### src/rtl/bregs_pkg.sv
package bregs_pkg;
  localparam int XLEN     = 64;
  localparam int IDX_W    = 5;
  localparam int ZERO_IDX = 31;
  localparam int MAIN_CNT = 31;
  // shadow remap: a contiguous run starting at SH_BASE plus one extra index
  localparam int SH_BASE  = 8;
  localparam int SH_RUN   = 7;
  localparam int SH_EXTRA = 25;
  localparam int SH_CNT   = SH_RUN + 1;
  localparam int SH_W     = $clog2(SH_CNT);

  typedef struct packed {
    logic            zero;
    logic            shadow;
    logic [SH_W-1:0] sh_idx;
  } route_t;
endpackage

### src/rtl/bregs_route.sv
module bregs_route
  import bregs_pkg::*;
(
  input  logic [IDX_W-1:0] idx,
  input  logic             priv,
  output route_t           route
);
  logic in_run;
  logic is_extra;

  always_comb begin
    in_run   = (idx >= IDX_W'(SH_BASE)) && (idx < IDX_W'(SH_BASE + SH_RUN));
    is_extra = (idx == IDX_W'(SH_EXTRA));
  end

  always_comb begin
    route        = '0;
    route.zero   = (idx == IDX_W'(ZERO_IDX));
    if (priv && in_run) begin
      route.shadow = 1'b1;
      route.sh_idx = SH_W'(idx - IDX_W'(SH_BASE));
    end else if (priv && is_extra) begin
      route.shadow = 1'b1;
      route.sh_idx = SH_W'(SH_RUN);
    end
  end
endmodule

### src/rtl/bregs_bank.sv
module bregs_bank #(
  parameter  int WIDTH = 64,
  parameter  int DEPTH = 8,
  localparam int AW    = (DEPTH > 1) ? $clog2(DEPTH) : 1
) (
  input  logic             clk,
  input  logic             rst_n,
  input  logic             we,
  input  logic [AW-1:0]    waddr,
  input  logic [WIDTH-1:0] wdata,
  input  logic [AW-1:0]    raddr_a,
  input  logic [AW-1:0]    raddr_b,
  output logic [WIDTH-1:0] rdata_a,
  output logic [WIDTH-1:0] rdata_b
);
  logic [WIDTH-1:0] mem [DEPTH];

  for (genvar e = 0; e < DEPTH; e++) begin : g_ent
    logic             en;
    logic [WIDTH-1:0] d;

    always_comb begin
      en = we && (waddr == AW'(e));
      d  = wdata;
    end

    always_ff @(posedge clk or negedge rst_n) begin
      if (!rst_n) begin
        mem[e] <= '0;
      end else if (en) begin
        mem[e] <= d;
      end
    end
  end

  always_comb begin
    rdata_a = (int'(raddr_a) < DEPTH) ? mem[raddr_a] : '0;
    rdata_b = (int'(raddr_b) < DEPTH) ? mem[raddr_b] : '0;
  end
endmodule

### src/rtl/banked_regfile.sv
module banked_regfile
  import bregs_pkg::*;
#(
  parameter int DATA_W = XLEN
) (
  input  logic              clk,
  input  logic              rst_n,
  input  logic              priv_mode,
  input  logic [IDX_W-1:0]  rd_a_idx,
  output logic [DATA_W-1:0] rd_a_data,
  input  logic [IDX_W-1:0]  rd_b_idx,
  output logic [DATA_W-1:0] rd_b_data,
  input  logic              wr_en,
  input  logic [IDX_W-1:0]  wr_idx,
  input  logic [DATA_W-1:0] wr_data
);
  localparam int NPORT = 3;  // 0: read A, 1: read B, 2: write
  localparam int NRD   = 2;

  logic [IDX_W-1:0] port_idx [NPORT];
  route_t           port_rt  [NPORT];

  always_comb begin
    port_idx[0] = rd_a_idx;
    port_idx[1] = rd_b_idx;
    port_idx[2] = wr_idx;
  end

  for (genvar p = 0; p < NPORT; p++) begin : g_route
    bregs_route u_route (
      .idx   (port_idx[p]),
      .priv  (priv_mode),
      .route (port_rt[p])
    );
  end

  logic main_we;
  logic sh_we;

  always_comb begin
    main_we = wr_en && !port_rt[2].zero && !port_rt[2].shadow;
    sh_we   = wr_en && port_rt[2].shadow;
  end

  logic [DATA_W-1:0] main_q [NRD];
  logic [DATA_W-1:0] sh_q   [NRD];

  bregs_bank #(.WIDTH(DATA_W), .DEPTH(MAIN_CNT)) u_main (
    .clk     (clk),
    .rst_n   (rst_n),
    .we      (main_we),
    .waddr   (wr_idx),
    .wdata   (wr_data),
    .raddr_a (rd_a_idx),
    .raddr_b (rd_b_idx),
    .rdata_a (main_q[0]),
    .rdata_b (main_q[1])
  );

  bregs_bank #(.WIDTH(DATA_W), .DEPTH(SH_CNT)) u_shadow (
    .clk     (clk),
    .rst_n   (rst_n),
    .we      (sh_we),
    .waddr   (port_rt[2].sh_idx),
    .wdata   (wr_data),
    .raddr_a (port_rt[0].sh_idx),
    .raddr_b (port_rt[1].sh_idx),
    .rdata_a (sh_q[0]),
    .rdata_b (sh_q[1])
  );

  logic [DATA_W-1:0] rd_mux [NRD];

  for (genvar r = 0; r < NRD; r++) begin : g_rd
    always_comb begin
      if (port_rt[r].zero)        rd_mux[r] = '0;
      else if (port_rt[r].shadow) rd_mux[r] = sh_q[r];
      else                        rd_mux[r] = main_q[r];
    end
  end

  always_comb begin
    rd_a_data = rd_mux[0];
    rd_b_data = rd_mux[1];
  end
endmodule

### config.mk
export PLATFORM = sky130hd
export DESIGN_NAME = banked_regfile
export DESIGN_NICKNAME = d
export VERILOG_FILES = /design/src/rtl/bregs_pkg.sv /design/src/rtl/bregs_route.sv /design/src/rtl/bregs_bank.sv /design/src/rtl/banked_regfile.sv
export SDC_FILE = /design/constraint.sdc
export NUM_CORES = 2
export LEC_CHECK = 0
export BUFFER_PORTS_ARGS = -buffer_cell sky130_fd_sc_hd__buf_2
export CORE_ASPECT_RATIO = 0.5
export CORE_MARGIN = 5
export CORE_UTILIZATION = 28
export CTS_CLUSTER_DIAMETER = 100
export CTS_CLUSTER_SIZE = 20
export DETAILED_ROUTE_END_ITERATION = 8
export PLACE_DENSITY_LB_ADDON = 0.25
export REMOVE_ABC_BUFFERS = 1
export SLEW_MARGIN = 15
export SYNTH_ARGS = -nofsm -noshare
export SYNTH_HDL_FRONTEND = slang
export SYNTH_SLANG_ARGS = --single-unit
### constraint.sdc
create_clock -name clk -period 2.6 [get_ports clk]
set_clock_uncertainty 0.15 [all_clocks]
set_input_delay 0.13 -clock clk [delete_from_list [all_inputs] [get_ports clk]]
set_output_delay 0.13 -clock clk [all_outputs]
set_load 0.02 [all_outputs]
==> Yosys cells after proc, flatten, opt, wreduce, memory -nomap -nowiden <==
Cells that the tools add are included.
{ "classes": {"n_addsub": 3, "n_mul": 0, "div": 0, "n_lt_le_gt_ge": 12, "n_eq_ne": 42, "n_shift": 0, "mux": 24, "n_bitwise": 4, "n_reduce_logical": 55} }
{ "ops": {"columns": ["op", "n"], "rows": [
  ["2-to-1 mux 64 bit", 14],
  ["binary-select mux 64 bit (select 5 bit)", 2],
  ["binary-select mux 64 bit (select 3 bit)", 2],
  ["== test 5 bit (second input constant)", 20],
  ["logical AND 1 bit", 51],
  ["== test 5 x 4 -> 1 bit (second input constant)", 8],
  ["2-to-1 mux 4 bit", 6],
  ["== test 5 x 3 -> 1 bit (second input constant)", 4],
  [">= comparator 5 x 4 -> 1 bit (second input constant)", 3],
  ["< comparator 5 x 4 -> 1 bit (second input constant)", 3],
  ["== test 3 bit (second input constant)", 4],
  [">= comparator 6 bit (second input constant)", 2],
  ["inverter 5 -> 6 bit", 2],
  ["== test 5 x 2 -> 1 bit (second input constant)", 2],
  ["< comparator 5 bit (second input constant)", 2],
  ["subtractor 3 x 1 -> 3 bit (second input constant)", 3],
  [">= comparator 4 bit (second input constant)", 2],
  ["inverter 3 -> 4 bit", 2],
  ["== test 3 x 2 -> 1 bit (second input constant)", 2],
  ["== test 5 x 1 -> 1 bit (second input constant)", 1],
  ["logical NOT 5 bit", 1],
  ["== test 3 x 1 -> 1 bit (second input constant)", 1],
  ["logical NOT 3 bit", 1],
  ["logical NOT 1 bit", 2]
]} }
{ "totals": {"ff_bits": 2496, "latchBits": 0, "mem_bits_rw": 0, "rom_bits": 0, "inputBits": 83, "wordCells": 179, "mem_count": 0} }

==> Logic depth before layout (Yosys ltp) <==
{ "depth": {"ltp_word": 10, "depth_mapped": 11, "mapped_depth_nobuf": 6} }

==> By module <==
A second synthesis with hierarchy kept.
{ "hier_totals": {"hier_cells": 9677, "area_unflattened_um2": 136404.6} }
{ "by_module_without_submodules": {"columns": ["mod", "instances", "cells_per_inst", "area_per_inst_um2"], "rows": [
  ["bregs_bank (u_main)", 1, 7802, 107426.8],
  ["bregs_bank (u_shadow)", 1, 1541, 26619.3],
  ["banked_regfile", 1, 286, 2039.5],
  ["bregs_route", 3, 16, 106.4]
]} }

==> Least setup slack after synthesis <==
Ideal clock, no wire load.
{ "synth_path": {"path_kind": "in2out", "from": "input rd_b_idx[0]", "to": "output rd_b_data[36]", "arrival_ps": 2428, "required_ps": 2320, "setup_slack_ps": -108, "stages": 8, "path_cell_list": "buf_4 buf_8 buf_6 o211ai_4 buf_2 a221oi_1 or3_1 a2111oi_0"} }
{ "synth_via": {"elab_chain_len": 10, "elab_cells_between_ends": 22} }
{ "synth_rtl": {"columns": ["element", "line_no", "text"], "rows": [
  ["start: declaration", "banked_regfile.sv:11", "input logic [IDX_W-1:0] rd_b_idx,"],
  [">= comparator 5 x 4 -> 1 bit, or another cell as far along", "bregs_route.sv:12", "in_run = (idx >= IDX_W'(SH_BASE)) && (idx < IDX_W'(SH_BASE + SH_RUN));"],
  ["logical AND 1 bit, on equally long branches", "bregs_route.sv:12, bregs_route.sv:22", null],
  ["logical AND 1 bit or 2-to-1 mux 4 bit (tied branches)", "bregs_route.sv:19, bregs_route.sv:22", null],
  ["2-to-1 mux 4 bit", "bregs_route.sv:19", "if (priv && in_run) begin"],
  ["inverter 3 -> 4 bit (implied by the code)", "bregs_bank.sv:38", "rdata_b = (int'(raddr_b) < DEPTH) ? mem[raddr_b] : '0;"],
  ["binary-select mux 64 bit (select 3 bit)", "bregs_bank.sv:38", null],
  ["2-to-1 mux 64 bit (implied by the code) (2 in series)", "bregs_bank.sv:38", null],
  ["2-to-1 mux 64 bit", "banked_regfile.sv:77", "else if (port_rt[r].shadow) rd_mux[r] = sh_q[r];"],
  ["2-to-1 mux 64 bit *", "banked_regfile.sv:76", "if (port_rt[r].zero) rd_mux[r] = '0;"],
  ["end: declaration", "banked_regfile.sv:12", "output logic [DATA_W-1:0] rd_b_data,"]
]} }
Every way passes the cells marked *; elsewhere a longest branch is shown, timed or not. The select of a mux whose other input is x is not followed.

==> Worst setup path after layout <==
{ "layout_path": {"from": "register u_main.mem[722] in the netlist's numbering", "to": "output rd_a_data[18]"} }
{ "layout_via": {"elab_chain_len": 6} }
{ "layout_rtl": {"columns": ["element", "line_no", "text"], "rows": [
  ["start: declaration", "bregs_bank.sv:16", "logic [WIDTH-1:0] mem [DEPTH];"],
  ["start signal: indexed assignment", "bregs_bank.sv:29", "mem[e] <= '0;"],
  ["start signal: indexed assignment", "bregs_bank.sv:31", "mem[e] <= d;"],
  ["binary-select mux 64 bit (select 5 bit)", "bregs_bank.sv:37", "rdata_a = (int'(raddr_a) < DEPTH) ? mem[raddr_a] : '0;"],
  ["2-to-1 mux 64 bit (implied by the code) (2 in series)", "bregs_bank.sv:37", null],
  ["2-to-1 mux 64 bit", "bregs_bank.sv:37", null],
  ["2-to-1 mux 64 bit", "banked_regfile.sv:77", null],
  ["2-to-1 mux 64 bit", "banked_regfile.sv:76", null],
  ["end: declaration", "banked_regfile.sv:10", "output logic [DATA_W-1:0] rd_a_data,"]
]} }
Every way passes these cells. The select of a mux whose other input is x is not followed.

==> results_dict.tcl <==
set metrics [dict create \
    status "finished with violations" \
    violations "negative setup slack" \
    cts-root-buf "clkbuf_16" \
    finalPower_mw 102.8 \
    synthFlopType "dfrtp_1" \
    critPathKind "reg -> out" \
    yosys.area_share.simple_pct 3.152 \
    synth_fa_ha_area_share_pct 0.007467 \
    dieArea_mm2 0.4936 \
    period_needed_ns 3.123 \
    viasPerCell 5.724 \
    dpl_cell_area_mm2 0.1528 \
    drive_above_1_share_pct 51.35 \
    first_pass_iters 6 \
    ys_types 88 \
    clock_path_buffers 4 \
    finalSetupTns_ns -42.19 \
    reg2regPathDepth 3 \
    startpoint_type "register" \
    syn_avg_cell_area_um2 13.80 \
    cpPeakStageDelay_ns 0.52 \
    arrival_ns 2.84 \
    dp_hpwl_um 382200 \
    cts_tree "built" \
    ys_seq_area_share_pct 46.59 \
    rows 179 \
    rsz0062_at_grt "yes" \
    cp_data_required_time_ns 2.32 \
    drt-initial-drc-count 10130 \
    synthMuxAreaShare_pct 38.79 \
    worstHoldPathCells 4 \
    reg2reg_setup_slack_ns 1.43 \
    synth_edf_count 0 \
    finalCritPeriodShare_pct 120.1 \
    path_clk_slew_ns 0.09 \
    syn_to_final_growth_pct 20.54 \
    synth_top_family_by_area "multiplexers" \
    drtAntennaViolNets 0 \
    ys_warn_count 0 \
    grt_max_degree 128 \
    place_inst 16500 \
    crit_slowest_cell "or4_1" \
    p_leak_nw 69.13 \
    final_util_pct 33.92 \
    io_buffers 210 \
    clock_latency_ns 0.89 \
    fmax_mhz 320.3 \
    critical_path_depth 7 \
    grt_pass1_vias 97920 \
    grt_overflow_total 0 \
    synthCells 9717 \
    die_y_um 499.3 \
    antenna_found_initial 37 \
    setup_viol 128 \
    htreeDepth 4 \
    path_buf_inv 2 \
    timing.hold.ws_ns 0.2006 \
    track_usage_pct 22.03 \
    fin_cells 16820 \
    ios 211 \
    max-vdd-ir-drop_v 0.0005464 \
    synth-seq-cells 2496 \
    endpoint_kind "output port" \
    tightest_slew_ns 1.181 \
    place_congestion 0.9059 \
    numCtsBuffers 153 \
    hold_viol 0 \
    finalInstanceArea_mm2 0.1616 \
    synth-xor-area-share_pct 0.006533 \
    wirelength_um 560800 \
    synth_compound_area_share_pct 7.267 \
    start_util_pct 28.14 \
    path_cells "mux4_2, nor2_2, or4_1, a211oi_2, buf_4, o2111a_2, buf_6" \
    p_per_area_mw_per_mm2 635.9 \
    relSlewSlack_pct 20.96 \
    vias 96290 \
    drt-wirelength-per-cell_um 33.34 \
    finalWorstSetupSlack_ns -0.5226 \
    clock_sinks 2496 \
    path_delay_family "simple AND/OR/NAND/NOR gates" \
    drc 0 \
    coreArea_mm2 0.4764 \
    worstPathMaxFanout 2 \
    die_w_um 988.6 \
    netlist_area_mm2 0.1341 \
    place_ws_ns -0.9133 \
    async_reset_ff_share_pct 100.0 \
    grt_pass1_wl_um 791200 \
    cap_violations 0 \
    hp-class "in -> reg" \
    report.final.slew_viol_count 0 \
    final_nets 10550 \
]
## layout make-up
class | count | area [um2]
diodes | 7 | 17.52
clock buffers | 161 | 3985
clock inverters | 9 | 102.6
fillers | 46250 | 314800
inverters | 46 | 172.7
multi-input cells | 6119 | 69110
flip-flops and latches | 2496 | 62460
well taps | 6335 | 7926
repair buffers | 1648 | 17820
## state kept, by name (all words and copies together) (netlist names)
signal	flops
u_main.mem	1984
u_shadow.mem	512
## worst register-to-register path, stage by stage, from the launching register on
cell and delay [ns]:
dfrtp_1 0.41, buf_6 0.12, buf_4 0.12, mux2_2 0.26
## layer usage
metal | vias up | wire [um] | GRT usage, %
met5 | - | 14 | 0
met1 | 52890 | 244400 | 31.08
met3 | 802 | 37920 | 3.143
met2 | 3919 | 257500 | 35.10
li1 | 38680 | - | -
met4 | 2 | 20990 | 6.912
## power by group
part | internal, mW | switching, mW | total, mW
combinational | 14.5 | 11.6 | 26.1
sequential | 45.8 | 5.40 | 51.2
clock | 11.0 | 14.4 | 25.4
total | 71.4 | 31.4 | 103
## layout by cell type, fill, tap and decap left out, types with 53 or more instances in the layout
cell / synthesis / layout
dfrtp_1: 2496 / 2495
mux2_2: 2324 / 2317
buf_4: 125 / 965
mux4_2: 789 / 789
mux2i_1: 593 / 580
buf_12: 1 / 391
nand2_1: 362 / 346
a221oi_1: 243 / 205
mux2_1: 189 / 189
a21oi_1: 206 / 165
o21ai_0: 245 / 164
clkbuf_16: 0 / 158
buf_6: 64 / 133
nor2_1: 156 / 128
o211ai_1: 89 / 89
a22oi_1: 149 / 86
buf_2: 342 / 78
dlygate4sd3_1: 0 / 73
nand3_1: 92 / 70
a211oi_1: 102 / 69
a22oi_2: 1 / 64
o22ai_1: 63 / 53
## cells by family (layout without fill, tap and decap cells)
kind of cell | after synthesis | in the layout
muxes | 3895 | 3895
other | 0 | 7
DFF | 2496 | 2496
xor gates and xnor gates | 1 | 1
adders and majority gates | 1 | 1
AOI/OAI and AO/OA | 1360 | 1360
and+or+nand+nor | 862 | 862
buffers and inverters | 1102 | 1864
## worst paths after layout
check	from	to
worst max-delay path	u_main.mem[722]	rd_a_data[18]
worst min-delay path	wr_data[25]	u_shadow.mem[345]
worst max register to register	u_main.mem[565]	u_main.mem[565]
worst min register to register	u_main.mem[1176]	u_main.mem[1176]
max in group asynchronous	rst_n	u_main.mem[997]
min in group asynchronous	rst_n	u_shadow.mem[45]
## timing repair
item,in CTS,in global routing
hold buffers,74,0
hold endpoints to repair,4992,0
pin swaps,260,138
endpoints found under the setup margin,128,128
resized for setup,722,163
setup buffers,107,26
## Yosys cell counts (156+ instances only)
cell type	n	area [um2]
buf_2	342	1712
mux4_2	789	17770
mux2_1	189	2128
nand2_1	362	1359
dfrtp_1	2496	62460
a221oi_1	243	2128
o21ai_0	245	1226
clkbuf_1	496	1862
mux2i_1	593	5936
mux2_2	2324	26170
nor2_1	156	585.6
a21oi_1	206	1031
Note: power is estimated with default switching activity, not from simulation.
